## src/rtl/sbp_pkg.sv

```systemverilog
package sbp_pkg;

    localparam int unsigned BYTE_W = 8;

    // One-cycle strobes for the shift clock, in the system-clock domain
    typedef struct packed {
        logic rise;
        logic fall;
    } sck_evt_t;

    // What a given clock edge means to the shifter
    typedef struct packed {
        logic sample;   // capture din
        logic shift;    // present next bit on dout
        logic trail;    // edge returning the clock to rest level
    } shift_act_t;

    function automatic shift_act_t decode_edges(input sck_evt_t e,
                                                input logic phase_alt,
                                                input logic idle_high);
        shift_act_t a;
        a.sample = phase_alt ? e.fall : e.rise;
        a.shift  = phase_alt ? e.rise : e.fall;
        a.trail  = idle_high ? e.rise : e.fall;
        return a;
    endfunction

endpackage

```

## src/rtl/sbp_master_clk.sv

```systemverilog
module sbp_master_clk
    import sbp_pkg::*;
#(
    parameter int unsigned DIV = 4
) (
    input  logic     clk,
    input  logic     rst,
    input  logic     run,
    input  logic     idle_high,
    output logic     sck,
    output sck_evt_t evt
);
    localparam int unsigned HALF = DIV / 2;
    localparam int unsigned CW   = (HALF > 1) ? $clog2(HALF) : 1;

    logic [CW-1:0] half_cnt;
    logic          wrap;

    assign wrap = run && (half_cnt == CW'(HALF - 1));

    always_ff @(posedge clk) begin
        if (rst) begin
            half_cnt <= '0;
            sck      <= 1'b0;
        end else if (!run) begin
            half_cnt <= '0;
            sck      <= idle_high;
        end else if (wrap) begin
            half_cnt <= '0;
            sck      <= ~sck;
        end else begin
            half_cnt <= half_cnt + 1'b1;
        end
    end

    assign evt.rise = wrap && !sck;
    assign evt.fall = wrap &&  sck;

    AST_SCK_IDLE_LEVEL: assert property (@(posedge clk) disable iff (rst)
        !run |=> (sck == $past(idle_high)))
        else $error("clock not at rest level while stopped");

endmodule

```

## src/rtl/sbp_slave_sync.sv

```systemverilog
module sbp_slave_sync
    import sbp_pkg::*;
(
    input  logic     clk,
    input  logic     rst,
    input  logic     sck_pin,
    output sck_evt_t evt
);
    // [0],[1] synchroniser stages, [2] previous synchronised value
    logic [2:0] pipe;

    always_ff @(posedge clk) begin
        if (rst) pipe <= '0;
        else     pipe <= {pipe[1:0], sck_pin};
    end

    assign evt.rise =  pipe[1] & ~pipe[2];
    assign evt.fall = ~pipe[1] &  pipe[2];

endmodule

```

## src/rtl/sbp_shift_core.sv

```systemverilog
module sbp_shift_core
    import sbp_pkg::*;
#(
    parameter int unsigned W = BYTE_W
) (
    input  logic         clk,
    input  logic         rst,
    input  logic         wr_en,
    input  logic [W-1:0] wr_data,
    input  logic         start,
    input  logic         din,
    input  shift_act_t   act,
    output logic [W-1:0] sr,
    output logic         dout,
    output logic         busy
);
    localparam int unsigned CNT_W = (W > 2) ? $clog2(W) : 1;

    logic [CNT_W-1:0] trail_cnt;
    logic             last_trail;

    assign last_trail = act.trail && (trail_cnt == CNT_W'(W - 1));

    always_ff @(posedge clk) begin
        if (rst) begin
            sr        <= '0;
            dout      <= 1'b0;
            busy      <= 1'b0;
            trail_cnt <= '0;
        end else if (busy) begin
            if (act.sample)
                sr <= {sr[W-2:0], din};
            if (act.shift && !last_trail)
                dout <= sr[W-1];
            if (act.trail) begin
                if (last_trail) begin
                    busy      <= 1'b0;
                    trail_cnt <= '0;
                end else begin
                    trail_cnt <= trail_cnt + 1'b1;
                end
            end
        end else begin
            if (wr_en)
                sr <= wr_data;
            if (start) begin
                busy      <= 1'b1;
                trail_cnt <= '0;
                dout      <= wr_en ? wr_data[W-1] : sr[W-1];
            end
        end
    end

    AST_WRITE_IGNORED: assert property (@(posedge clk) disable iff (rst)
        busy && wr_en && !act.sample |=> sr == $past(sr))
        else $error("write while busy altered the register");

    AST_DOUT_ONLY_ON_SHIFT: assert property (@(posedge clk) disable iff (rst)
        busy && !act.shift |=> $stable(dout))
        else $error("data out moved without a shift edge");

    AST_BUSY_ENDS_ON_TRAIL: assert property (@(posedge clk) disable iff (rst)
        !$past(rst) && $fell(busy) |-> $past(act.trail))
        else $error("busy cleared without a closing edge");

    AST_START_LOADS_MSB: assert property (@(posedge clk) disable iff (rst)
        !busy && start && !wr_en |=> dout == $past(sr[W-1]))
        else $error("first bit not presented on start");

endmodule

```

## src/rtl/spi_byte_port.sv

```systemverilog
module spi_byte_port
    import sbp_pkg::*;
#(
    parameter int unsigned DIV = 4,
    parameter int unsigned W   = BYTE_W
) (
    input  logic         clk,
    input  logic         rst,
    input  logic         wr_en,
    input  logic [W-1:0] wr_data,
    input  logic         start,
    output logic [W-1:0] rd_data,
    output logic         busy,
    input  logic         route_en,
    input  logic         clk_drive,
    input  logic         dout_drive,
    input  logic         phase_alt,
    input  logic         idle_high,
    input  logic         sck_i,
    input  logic         din,
    output logic         sck_o,
    output logic         sck_oe,
    output logic         dout_o,
    output logic         dout_oe
);
    sck_evt_t   m_evt;
    sck_evt_t   s_evt;
    sck_evt_t   evt;
    shift_act_t act;
    logic       m_run;

    assign m_run = busy && clk_drive;

    sbp_master_clk #(.DIV(DIV)) u_mclk (
        .clk       (clk),
        .rst       (rst),
        .run       (m_run),
        .idle_high (idle_high),
        .sck       (sck_o),
        .evt       (m_evt)
    );

    sbp_slave_sync u_ssync (
        .clk     (clk),
        .rst     (rst),
        .sck_pin (sck_i),
        .evt     (s_evt)
    );

    assign evt = clk_drive ? m_evt : s_evt;
    assign act = decode_edges(evt, phase_alt, idle_high);

    sbp_shift_core #(.W(W)) u_core (
        .clk     (clk),
        .rst     (rst),
        .wr_en   (wr_en),
        .wr_data (wr_data),
        .start   (start),
        .din     (din),
        .act     (act),
        .sr      (rd_data),
        .dout    (dout_o),
        .busy    (busy)
    );

    assign sck_oe  = route_en && clk_drive;
    assign dout_oe = route_en && dout_drive;

endmodule

```

## config.mk

```make
export PLATFORM = sky130hd
export DESIGN_NAME = spi_byte_port
export DESIGN_NICKNAME = d
export VERILOG_FILES = /design/src/rtl/sbp_pkg.sv /design/src/rtl/sbp_master_clk.sv /design/src/rtl/sbp_slave_sync.sv /design/src/rtl/sbp_shift_core.sv /design/src/rtl/spi_byte_port.sv
export SDC_FILE = /design/constraint.sdc
export NUM_CORES = 1
export LEC_CHECK = 0
export ABC_AREA = 1
export BUFFER_PORTS_ARGS = -buffer_cell sky130_fd_sc_hd__buf_2
export CAP_MARGIN = 20
export CORE_AREA = 2 2 64 66
export CTS_CLUSTER_DIAMETER = 120
export CTS_CLUSTER_SIZE = 8
export DETAILED_ROUTE_END_ITERATION = 8
export DIE_AREA = 0 0 66 68
export GPL_TIMING_DRIVEN = 1
export PLACE_DENSITY = 0.55
export SYNTH_ARGS = -nofsm -noshare
export SYNTH_HDL_FRONTEND = slang
export SYNTH_SLANG_ARGS = --single-unit
```

## constraint.sdc

```tcl
create_clock -name clk -period 2.2 [get_ports clk]
set_input_delay 0.44 -clock clk [delete_from_list [all_inputs] [get_ports clk]]
set_output_delay 0.44 -clock clk [all_outputs]
set_load 0.05 [all_outputs]
```

==> reports/qor.txt <==
Outcome = complete, no violations
CORE AREA = 0.00386 sq mm
Die H = 68 um
R2R setup slack = 0.71 ns
Switch Pwr = 278 uW
Crit path max fanout = 9
Tcrit/Tclk final = 0.806
CTS Buf Count = 3
Area delta synth->final = 27.3%
DIE AREA = 0.00449 sq mm
Worst Skew = 0.00192 ns
Leak Pwr = 0.618 nW
RSZ-0062 raised after global routing = false
Post-CTS Resized = 0
Peak supply drop = 0.204 mV
Row cnt = 23
PortBufs = 31
CTS Buffer Depth = 2
Setup TNS = 0 ns
First-pass GRT wire length = 3040 um
Mean number of vias per cell = 3.97
Routed via count = 826
Share of layout cells above drive strength 1 = 0.272
Vias in the first global route = 684
Least-Margin Pin Slew = 0.330 ns
Total power = 850 uW
Aggregate global routing overflow = 0
Setup-failing EPs final = 0
Initial DRC Count = 19
Initial core utilization = 0.236
Sequential Power Share = 0.433
Final instance area = 0.00116 sq mm
Root Buffer = clkbuf_8
Critical path capture point type = output port
Internal = 572 uW
Yosys reg bits = 18
WP data arrival = 1.33 ns
Postcts setup bufs = 0
WS Path Type = register to output port
Synth area leaders = dfxtp_1 40%, nand2_1 14%, mux2i_1 9.9%, nor2_1 8.2%, nand3_1 4.9%
Hold path depth = 3
Antenna violations before repair = 0
Post-DP HPWL = 1460 um
Drt total wl = 1910 um
Top-area cell type share of the netlist area = 0.396
Most frequent cells in the layout = 33 x nand2_1, 31 x buf_2, 20 x nor2_1, 18 x dfxtp_1, 12 x inv_1
Post-synthesis cell type with the largest combined area = dfxtp_1
Final Hold Viols = 0
Avg Inst Size Synth = 7.23 sq um
Cells after Synth = 126
Reg2Reg Launch Point = u_core.busy
Hold Buf Count CTS = 0
Combinational Power Share = 0.246
Cell Chain, Critical Path = buf_4, buf_2
H-tree Lvls = 1
I/O pins = 32
Post-synth cell types = 21
Max_cap viols = 0
PD cells = 733 mW/mm^2
Worst Setup EP = busy
Slowest CP cell = dfxtp_1
Final Critical Period = 1.77 ns
Layout Nets = 180
N_diodes = 0
DRC Markers = 0
CTS clk-pin slew, worst paths = 0.07 ns
Total track usage = 0.0943
Crit path largest cell delay = 0.52 ns
Die X = 66 um
CTS tree = built
Clock sinks = 18
Max-slew headroom = 0.779
Pin count of the biggest net entering global routing = 17
Clk pwr share = 0.321
Crit. Startpoint = u_core.busy
R2R depth = 7
Slew Limit Fails = 0
Routed Antenna Nets = 0
Sw frac = 0.327
Ys Warns = 0
Avg WL per Cell = 9.18 um
Clk_lat worst skew = 0.26 ns
Drt first pass iters = 4
Post-Syn Area = 911 sq um
Worst hold path class = primary input to register
Fmax = 0.564 GHz
Placed inst area = 0.00110 sq mm
WP data required = 1.76 ns
RePlAce Congestion = 0.697
Seq/Total Area, Yosys = 0.396
Syn Nets = 147
Crit Reg-Reg Endpoint = u_core.sr[1]
Startpoint types = register
Commonest non-fill, non-tap cell in the layout = nand2_1
==> how the worst min path moves through the flow <==
stage / from / end / slack, ns
5_1_grt: sck_i / u_ssync.pipe[0] / 0.39
2_1_floorplan: u_ssync.pipe[0] / u_ssync.pipe[1] / 0.39
3_3_place_gp: u_ssync.pipe[0] / u_ssync.pipe[1] / 0.39
6_report: sck_i / u_ssync.pipe[0] / 0.38
4_1_cts: sck_i / u_ssync.pipe[0] / 0.38
3_5_place_dp: u_ssync.pipe[0] / u_ssync.pipe[1] / 0.40
==> cell families (layout without fill, tap and decap cells) <==
group | Yosys count | after routing | share of synthesized area
buf+inv | 18 | 50 | 0.0920
simple gates | 72 | 72 | 0.337
flops | 18 | 18 | 0.396
compound gates | 7 | 7 | 0.0494
fa+ha+maj | 2 | 2 | 0.0275
mux | 9 | 9 | 0.0989
==> synth_stat cells (all sizes together) <==
master and instances:
nor3 3, nand3 10, nand4 2, buf 3, a21oi 4, o211ai 1
nand2 34, o21ai 1, ha 2, inv 13, a21boi 1, dfxtp 18
mux2i 9, clkbuf 1, nor2 23, clkinv 1
==> metal layers <==
metal | up-vias | wire [um] | GRT usage
met4 | 0 | 47 | 0.0765
met2 | 15 | 800 | 0.126
met5 | - | 0 | 0
li1 | 463 | - | -
met1 | 344 | 933 | 0.120
met3 | 4 | 126 | 0.0345
==> metrics by stage <==
step / utilization / hold slack (ns) / cells / setup WS (ns)
5_1_grt: 0.301 / 0.394 / 208 / 0.357
2_1_floorplan: - / 0.388 / 126 / 0.551
3_5_place_dp: 0.287 / 0.397 / 204 / 0.689
6_report: 0.301 / 0.384 / 208 / 0.427
4_1_cts: 0.301 / 0.376 / 208 / 0.403
3_3_place_gp: 0.287 / 0.392 / 204 / 0.710
==> critical path: cells and delay by family (launching register included) <==
kind	cells	cell delay [ns]
buf+inv	2	0.56
flops	1	0.52
==> state kept, by name (all words and copies together) (netlist names) <==
signal,cells
u_core.sr,8
u_ssync.pipe,3
u_core.dout,1
u_mclk.sck,1
u_core.busy,1
u_core.trail_cnt,3
u_mclk.half_cnt,1
==> power groups by stage <==
| stage | Sequential (mW) | Combinational (mW) | Clock (mW) |
|---|---|---|---|
| final | 0.368 | 0.209 | 0.273 |
| after global routing | 0.372 | 0.230 | 0.294 |
| after CTS | 0.369 | 0.212 | 0.286 |
| after detailed placement | 0.376 | 0.212 | 0 |
| after global placement | 0.376 | 0.211 | 0 |
| after floorplan | 0.438 | 0.0999 | 0 |
==> final cells by class <==
| type | count | area (sq um) |
|---|---|---|
| clock buffers | 4 | 55.1 |
| multi-input cells | 90 | 467 |
| repair buffers | 32 | 163 |
| fillers | 442 | 2700 |
| inverters | 14 | 52.6 |
| flip-flops and latches | 18 | 360 |
| well taps | 50 | 62.6 |
Power figures use the tool's default switching activity.
